## config.mk

```make
export PLATFORM = sky130hd
export DESIGN_NAME = serial_rx_core
export DESIGN_NICKNAME = d
export VERILOG_FILES = /design/src/rtl/rxb_pkg.sv /design/src/rtl/rxb_sync.sv /design/src/rtl/rxb_frame.sv /design/src/rtl/rxb_hold.sv /design/src/rtl/serial_rx_core.sv
export SDC_FILE = /design/constraint.sdc
export NUM_CORES = 1
export LEC_CHECK = 0
export ABC_AREA = 0
export ABC_CLOCK_PERIOD_IN_PS = 2900
export BUFFER_PORTS_ARGS = -buffer_cell sky130_fd_sc_hd__buf_2
export CORE_MARGIN = 10
export CORE_UTILIZATION = 50
export CTS_CLUSTER_DIAMETER = 150
export DETAILED_ROUTE_END_ITERATION = 10
export GPL_TIMING_DRIVEN = 0
export MAX_ROUTING_LAYER = met4
export PLACE_DENSITY = 0.7
export SYNTH_ARGS = -nofsm -noshare
export SYNTH_HDL_FRONTEND = slang
export SYNTH_SLANG_ARGS = --single-unit
export TNS_END_PERCENT = 10
```

## constraint.sdc

```tcl
create_clock -name clk -period 2.9 [get_ports clk]
set_clock_uncertainty 0.05 [all_clocks]
set_input_delay 0.58 -clock clk [delete_from_list [all_inputs] [get_ports clk]]
set_output_delay 0.58 -clock clk [all_outputs]
set_load 0.1 [all_outputs]
```

## src/rtl/rxb_pkg.sv

```systemverilog
package rxb_pkg;

  typedef enum logic [2:0] {
    ST_MARK,
    ST_IDLE,
    ST_START,
    ST_DATA,
    ST_PAR,
    ST_STOP,
    ST_RESYNC
  } rx_state_t;

  // index of the last data bit for a length code (5..8 bits)
  function automatic logic [2:0] last_bit_idx(input logic [1:0] len);
    return 3'd4 + {1'b0, len};
  endfunction

  // bits arrive LSB first into the top of the shifter; move them down
  function automatic logic [7:0] align_char(input logic [7:0] sh,
                                            input logic [1:0] len);
    return sh >> (2'd3 - len);
  endfunction

  // 1 when the received parity bit disagrees with the selected sense
  function automatic logic parity_bad(input logic [7:0] d, input logic p,
                                      input logic even);
    return (^d) ^ p ^ ~even;
  endfunction

endpackage

```

## src/rtl/rxb_sync.sv

```systemverilog
module rxb_sync #(
  parameter int unsigned STAGES = 2
) (
  input  logic clk,
  input  logic rst_n,
  input  logic d,
  output logic q
);
  logic [STAGES-1:0] pipe;

  generate
    if (STAGES == 1) begin : g_one
      always_ff @(posedge clk or negedge rst_n)
        if (!rst_n) pipe <= '1;
        else        pipe <= d;
    end else begin : g_many
      always_ff @(posedge clk or negedge rst_n)
        if (!rst_n) pipe <= '1;
        else        pipe <= {pipe[STAGES-2:0], d};
    end
  endgenerate

  assign q = pipe[STAGES-1];
endmodule

```

## src/rtl/rxb_frame.sv

```systemverilog
module rxb_frame
  import rxb_pkg::*;
#(
  parameter int unsigned BASE_OVS = 16,
  parameter int unsigned FAST_OVS = 64
) (
  input  logic       clk,
  input  logic       rst_n,
  input  logic       tick,
  input  logic       rxd_s,
  input  logic       rx_en,
  input  logic       fast_rate,
  input  logic [1:0] char_len,
  input  logic       par_en,
  input  logic       par_even,
  output logic       deliver,
  output logic [7:0] char_out,
  output logic       pe_hit,
  output logic       fe_hit,
  output logic       brk_hit,
  output logic       mark_seen
);
  localparam int unsigned CNT_W = $clog2(FAST_OVS);
  localparam logic [CNT_W-1:0] B_HALF = CNT_W'(BASE_OVS / 2 - 1);
  localparam logic [CNT_W-1:0] F_HALF = CNT_W'(FAST_OVS / 2 - 1);
  localparam logic [CNT_W-1:0] B_FULL = CNT_W'(BASE_OVS - 1);
  localparam logic [CNT_W-1:0] F_FULL = CNT_W'(FAST_OVS - 1);

  rx_state_t        state;
  logic [CNT_W-1:0] cnt;
  logic [2:0]       bidx;
  logic [7:0]       shreg;
  logic             pbit;

  logic [CNT_W-1:0] half_lim, full_lim;
  logic             at_mid, at_bit, all_space;
  logic [7:0]       aligned;

  assign half_lim = fast_rate ? F_HALF : B_HALF;
  assign full_lim = fast_rate ? F_FULL : B_FULL;
  assign at_mid   = tick && (state == ST_START) && (cnt == half_lim);
  assign at_bit   = tick && (cnt == full_lim) &&
                    (state == ST_DATA || state == ST_PAR ||
                     state == ST_STOP || state == ST_RESYNC);

  assign aligned   = align_char(shreg, char_len);
  assign all_space = (shreg == 8'h00) && !(par_en && pbit) && !rxd_s;
  assign deliver   = at_bit && (state == ST_STOP);
  assign brk_hit   = deliver && all_space;
  assign fe_hit    = deliver && !rxd_s;
  assign pe_hit    = deliver && par_en && !all_space &&
                     parity_bad(aligned, pbit, par_even);
  assign char_out  = brk_hit ? 8'h00 : aligned;
  assign mark_seen = tick && (state == ST_MARK) && rxd_s;

  always_ff @(posedge clk or negedge rst_n) begin
    if (!rst_n) begin
      state <= ST_MARK;
      cnt   <= '0;
      bidx  <= '0;
      shreg <= '0;
      pbit  <= 1'b0;
    end else if (!rx_en) begin
      state <= ST_MARK;
      cnt   <= '0;
      bidx  <= '0;
    end else if (tick) begin
      cnt <= cnt + 1'b1;
      unique case (state)
        ST_MARK: if (rxd_s) state <= ST_IDLE;
        ST_IDLE: if (!rxd_s) begin
          state <= ST_START;
          cnt   <= '0;
        end
        ST_START: if (at_mid) begin
          cnt <= '0;
          if (rxd_s) state <= ST_IDLE;
          else begin
            state <= ST_DATA;
            bidx  <= '0;
            shreg <= '0;
            pbit  <= 1'b0;
          end
        end
        ST_DATA: if (at_bit) begin
          cnt   <= '0;
          shreg <= {rxd_s, shreg[7:1]};
          bidx  <= bidx + 1'b1;
          if (bidx == last_bit_idx(char_len))
            state <= par_en ? ST_PAR : ST_STOP;
        end
        ST_PAR: if (at_bit) begin
          cnt   <= '0;
          pbit  <= rxd_s;
          state <= ST_STOP;
        end
        ST_STOP: if (at_bit) begin
          cnt <= '0;
          if (all_space)  state <= ST_MARK;
          else if (!rxd_s) state <= ST_RESYNC;
          else             state <= ST_IDLE;
        end
        ST_RESYNC: if (at_bit) begin
          cnt <= '0;
          if (rxd_s) state <= ST_IDLE;
          else begin
            state <= ST_DATA;
            bidx  <= '0;
            shreg <= '0;
            pbit  <= 1'b0;
          end
        end
        default: state <= ST_MARK;
      endcase
    end
  end

  // a start bit found at mark at its centre goes back to the search
  assert_false_start_R1: assert property (@(posedge clk) disable iff (!rst_n)
    (at_mid && rxd_s && rx_en) |=> (state == ST_IDLE));

  // after a break, the framer waits for mark
  assert_break_waits_R6: assert property (@(posedge clk) disable iff (!rst_n)
    (brk_hit && rx_en) |=> (state == ST_MARK));

endmodule

```

## src/rtl/rxb_hold.sv

```systemverilog
module rxb_hold (
  input  logic       clk,
  input  logic       rst_n,
  input  logic       rx_en,
  input  logic       deliver,
  input  logic [7:0] char_in,
  input  logic       pe_hit,
  input  logic       fe_hit,
  input  logic       brk_hit,
  input  logic       mark_seen,
  input  logic       rd_strobe,
  input  logic       err_clr,
  input  logic [1:0] char_len,
  output logic [7:0] rx_data,
  output logic       rx_ready,
  output logic       par_err,
  output logic       frm_err,
  output logic       ovr_err,
  output logic       brk_det
);
  logic ovr_hit;
  assign ovr_hit = deliver && rx_ready && !rd_strobe;

  always_ff @(posedge clk or negedge rst_n) begin
    if (!rst_n) begin
      rx_data  <= '0;
      rx_ready <= 1'b0;
      par_err  <= 1'b0;
      frm_err  <= 1'b0;
      ovr_err  <= 1'b0;
      brk_det  <= 1'b0;
    end else if (!rx_en) begin
      rx_ready <= 1'b0;
      par_err  <= 1'b0;
      frm_err  <= 1'b0;
      ovr_err  <= 1'b0;
      brk_det  <= 1'b0;
    end else begin
      if (deliver) rx_data <= char_in;
      if (deliver)        rx_ready <= 1'b1;
      else if (rd_strobe) rx_ready <= 1'b0;
      par_err <= (par_err && !err_clr) || pe_hit;
      frm_err <= (frm_err && !err_clr) || fe_hit;
      ovr_err <= (ovr_err && !err_clr) || ovr_hit;
      if (brk_hit)        brk_det <= 1'b1;
      else if (mark_seen) brk_det <= 1'b0;
    end
  end

  assert_ready_on_delivery_R8: assert property (@(posedge clk) disable iff (!rst_n)
    (deliver && rx_en) |=> rx_ready);

  assert_read_clears_R8: assert property (@(posedge clk) disable iff (!rst_n)
    (rd_strobe && !deliver) |=> !rx_ready);

  assert_overrun_R9: assert property (@(posedge clk) disable iff (!rst_n)
    (deliver && rx_en && rx_ready && !rd_strobe) |=> ovr_err);

  assert_break_null_R6: assert property (@(posedge clk) disable iff (!rst_n)
    (brk_hit && rx_en) |=> (brk_det && rx_data == 8'h00 && frm_err));

  assert_upper_zero_R3: assert property (@(posedge clk) disable iff (!rst_n)
    (deliver && rx_en && char_len == 2'b00) |=> (rx_data[7:5] == 3'b000));

  assert_errclr_R10: assert property (@(posedge clk) disable iff (!rst_n)
    (err_clr && !deliver) |=> (!par_err && !frm_err && !ovr_err));

  assert_disable_clears_R11: assert property (@(posedge clk) disable iff (!rst_n)
    !rx_en |=> (!rx_ready && !par_err && !frm_err && !ovr_err && !brk_det));

endmodule

```

## src/rtl/serial_rx_core.sv

```systemverilog
module serial_rx_core #(
  parameter int unsigned BASE_OVS    = 16,
  parameter int unsigned FAST_OVS    = 64,
  parameter int unsigned SYNC_STAGES = 2
) (
  input  logic       clk,
  input  logic       rst_n,
  input  logic       samp_en,
  input  logic       rxd,
  input  logic       rx_en,
  input  logic       fast_rate,
  input  logic [1:0] char_len,
  input  logic       par_en,
  input  logic       par_even,
  input  logic       rd_strobe,
  input  logic       err_clr,
  output logic [7:0] rx_data,
  output logic       rx_ready,
  output logic       par_err,
  output logic       frm_err,
  output logic       ovr_err,
  output logic       brk_det
);
  logic       rxd_s;
  logic       deliver, pe_hit, fe_hit, brk_hit, mark_seen;
  logic [7:0] char_w;

  rxb_sync #(.STAGES(SYNC_STAGES)) u_sync (
    .clk(clk), .rst_n(rst_n), .d(rxd), .q(rxd_s)
  );

  rxb_frame #(.BASE_OVS(BASE_OVS), .FAST_OVS(FAST_OVS)) u_frame (
    .clk(clk), .rst_n(rst_n), .tick(samp_en), .rxd_s(rxd_s), .rx_en(rx_en),
    .fast_rate(fast_rate), .char_len(char_len), .par_en(par_en),
    .par_even(par_even), .deliver(deliver), .char_out(char_w),
    .pe_hit(pe_hit), .fe_hit(fe_hit), .brk_hit(brk_hit), .mark_seen(mark_seen)
  );

  rxb_hold u_hold (
    .clk(clk), .rst_n(rst_n), .rx_en(rx_en), .deliver(deliver),
    .char_in(char_w), .pe_hit(pe_hit), .fe_hit(fe_hit), .brk_hit(brk_hit),
    .mark_seen(mark_seen), .rd_strobe(rd_strobe), .err_clr(err_clr),
    .char_len(char_len), .rx_data(rx_data), .rx_ready(rx_ready),
    .par_err(par_err), .frm_err(frm_err), .ovr_err(ovr_err), .brk_det(brk_det)
  );
endmodule

```

==> impl_metrics.csv <==
group,metric,value,unit
sta,hold_viol_final,0,
floorplanning,fp.dieW,88.7,um
cts,htreeDepth,2,
cts,clockBufferDepth,2,
finish,final_area,0.00263,mm2
floorplanning,io_pins,25,
grt,grt_pass1_wl,8690,um
synth,synth-simple-area-share,20.8,%
drt,drt-total-wl,5160,um
cts,cts_root_buf,"clkbuf_8",
finish,syn_to_final_growth,11.4,%
grt,antenna_found_initial,0,
sta,rsz0062_at_grt,"no",
setup_path,crit_path_end_kind,"flop",
drt,viasPerCell,5.80,
setup_path,cp_slowest_cell,"or4_1",
sta,maxSlewHeadroom,46.3,%
power,powerDensity,641,mW/mm2
cts,cts_tree,"yes",
sta,final_max_slew_viol_count,0,
floorplanning,start_util,52.8,%
cts,post-cts-setup-buffers,0,
hold_path,hp-class,"flop to flop",
floorplanning,dieArea,0.00787,mm2
finish,multiInputGateArea,0.00130,mm2
setup_path,regToRegStartpoint,"u_frame.cnt[0]",
floorplanning,die_h,88.7,um
cts,post_cts_resized,0,
drt,drcViolationCount,0,
cts,clk_latency,0.29,ns
drt,post_drt_wl_per_cell,15.5,um
synth,ys_seq_area_share,38.2,%
setup_path,r2r_cells,6,
synth,ys.flop_type,"dfrtp_1",
status,outcome,"complete, no violations",
placement,port_buffers,22,
power,irDropWorstVdd,0.258,mV
setup_path,crit_end,"u_hold.rx_data[1]",
placement,post_dp_cell_area,0.00254,mm2
run,max_cap_viol_count,0,
finish,layout_common_cells,"dfrtp_1, buf_2, nand2_1, nor2_1, inv_1",
setup_path,r2r_setup_slack,0.48,ns
grt,grt_max_degree,37,
floorplanning,rows,24,
sta,setup_viol,0,
synth,avgSynthCellArea,9.37,um2
synth,synthXorXnorAreaFrac,6.14,%
floorplanning,coreArea,0.00447,mm2
finish,nNetsFinal,295,
setup_path,cp_num_buf_inv,1,
synth,synth_cell_types,57,
drt,firstDrtPassIters,4,
synth,synth_compound_area_share,16.7,%
cts,cts_buffers,5,
setup_path,path_delay_family,"simple AND/OR/NAND/NOR gates",
synth,async_flop_share,100,%
setup_path,rr_endpoint,"u_hold.rx_data[1]",
setup_path,crit_fanout,7,
sta,period_needed,2.42,ns
finish,antenna_cells,0,
drt,drt.antenna.violating_nets,0,
setup_path,cp.required,3.03,ns
synth,syn_nets,266,
grt,grt_overflow,0,
cts,holdBufCountCts,0,
synth,synthMuxAreaShare,10.5,%
cts,cts_sinks,36,
synth,synth_area,0.00236,mm2
finish,fillers,411,
drt,routed-via-count,1937,
power,leakage,1.23,nW
setup_path,path_cells,"ha_1 -> nand3_2 -> or4_1 -> buf_6 -> nor3_4 -> mux2_2",
finish,layout_commonest_cell,"dfrtp_1",
synth,synth_top_family_by_area,"simple AND/OR/NAND/NOR gates",
synth,ys_warn_count,0,
finish,seq_area,903,um2
drt,drtIter0Drc,147,
grt,track_usage,14.2,%
sta,final.setup.tns,0,ns
sta,min_period_over_period,83.6,%
setup_path,worstPathArrival,2.56,ns
synth,synthAdderAreaFrac,1.06,%
setup_path,max_stage_delay,0.53,ns
grt,grt_pass1_vias,1861,
sta,max_freq,413,MHz
synth,synth_cells,252,
cts,cts.clk_slew.worst_paths,0.08,ns
setup_path,cp-start-kind,"flop",
placement,gp_congestion,0.821,
sta,worst_pin_slew,0.805,ns
synth,synth_edf_count,0,
placement,dp_hpwl,3840,um
setup_path,startpoint,"u_frame.cnt[0]",
synth,synth-seq-cells,36,
finish,drive_gt1_share,20.2,%
setup_path,critPathKind,"flop to flop",
setup_path,crit_cells,6,
## cell usage after synthesis (2+ instances only)
cell	number	area share, %
dfrtp_1	34	36
nand2_1	24	3.8
nor2_1	19	3.0
inv_1	14	2.2
o21ai_0	12	2.5
xnor2_1	11	4.1
a21oi_1	10	2.1
clkbuf_1	10	1.6
nand3_1	9	1.9
mux2i_1	8	3.4
mux2_2	7	3.3
nor3_1	7	1.5
a31oi_1	6	1.6
nand4_1	6	1.6
a22o_1	4	1.5
buf_2	4	0.85
mux4_2	4	3.8
nand3b_1	4	1.3
and3_1	3	0.79
and4_1	3	1.1
buf_6	3	1.4
nor2b_1	3	0.79
nor4_1	3	0.79
xor2_1	3	1.1
a22oi_1	2	0.64
a311oi_1	2	0.74
a32o_1	2	0.85
a41oi_1	2	0.74
dfstp_2	2	2.2
ha_1	2	1.1
nand2b_1	2	0.53
o21bai_1	2	0.64
## logic make-up after synthesis
group | count (synthesis)
compound gates | 55
xor+xnor | 15
mux | 19
buf+inv | 34
fa+ha+maj | 2
flops | 36
simple gates | 91
## metal layers
metal	track usage [%]	wire length [um]
met2	22.5	2370
met5	-	0
met3	3.31	351
met4	6.02	88
met1	16.8	2360
## where the power goes
| group | switching (mW) | total, mW | leakage, nW | internal [mW] |
|---|---|---|---|---|
| registers | 0.0638 | 0.630 | 0.452 | 0.566 |
| clock network | 0.187 | 0.380 | 0.0445 | 0.193 |
| logic | 0.378 | 0.678 | 0.738 | 0.299 |
## sequential cells by signal (all words and copies together), names as in the netlist
name             count
u_frame.shreg        8
u_hold.par_err       1
u_frame.pbit         1
u_frame.cnt          6
u_hold.brk_det       1
u_sync.pipe          2
u_frame.bidx         3
u_hold.frm_err       1
u_hold.rx_data       8
u_frame.state        3
u_hold.ovr_err       1
u_hold.rx_ready      1
## layout make-up
cell class | count | area share [%]
inverters | 16 | 2.28
clock inverters | 1 | 0.285
plain buffers | 18 | 3.61
well taps | 52 | 2.47
clock buffers | 7 | 3.28
repair buffers | 22 | 4.18
flip-flops and latches | 36 | 34.3
multi-input cells | 182 | 49.5
## worst reg2reg max path: stages, from the launching register on
cell and delay [ns]:
dfrtp_1 0.38, ha_1 0.26, nand3_2 0.16, or4_1 0.53, buf_6 0.17, nor3_4 0.38, mux2_2 0.39
## worst min path at each step
stage / start / end / slack [ns] / depth (start not counted)
floorplan: rst_n / u_frame.bidx[0] / 0.23 / 0
global placement: u_sync.pipe[0] / u_sync.pipe[1] / 0.30 / 0
detailed placement: u_sync.pipe[0] / u_sync.pipe[1] / 0.30 / 0
CTS: u_sync.pipe[0] / u_sync.pipe[1] / 0.31 / 0
global route: u_sync.pipe[0] / u_sync.pipe[1] / 0.31 / 0
finish: u_sync.pipe[0] / u_sync.pipe[1] / 0.31 / 0
## per-stage QoR
step	utilization [%]	setup slack (ns)	power, mW	hold slack [ns]	cells
2_1_floorplan	-	0.537	1.16	0.234	252
3_3_place_gp	56.7	0.297	1.30	0.297	326
3_5_place_dp	56.7	0.304	1.31	0.297	326
4_1_cts	58.8	0.452	1.70	0.311	334
5_1_grt	58.8	0.357	1.80	0.314	334
6_report	58.8	0.476	1.69	0.309	334
Note: power is estimated with default switching activity, not from simulation.
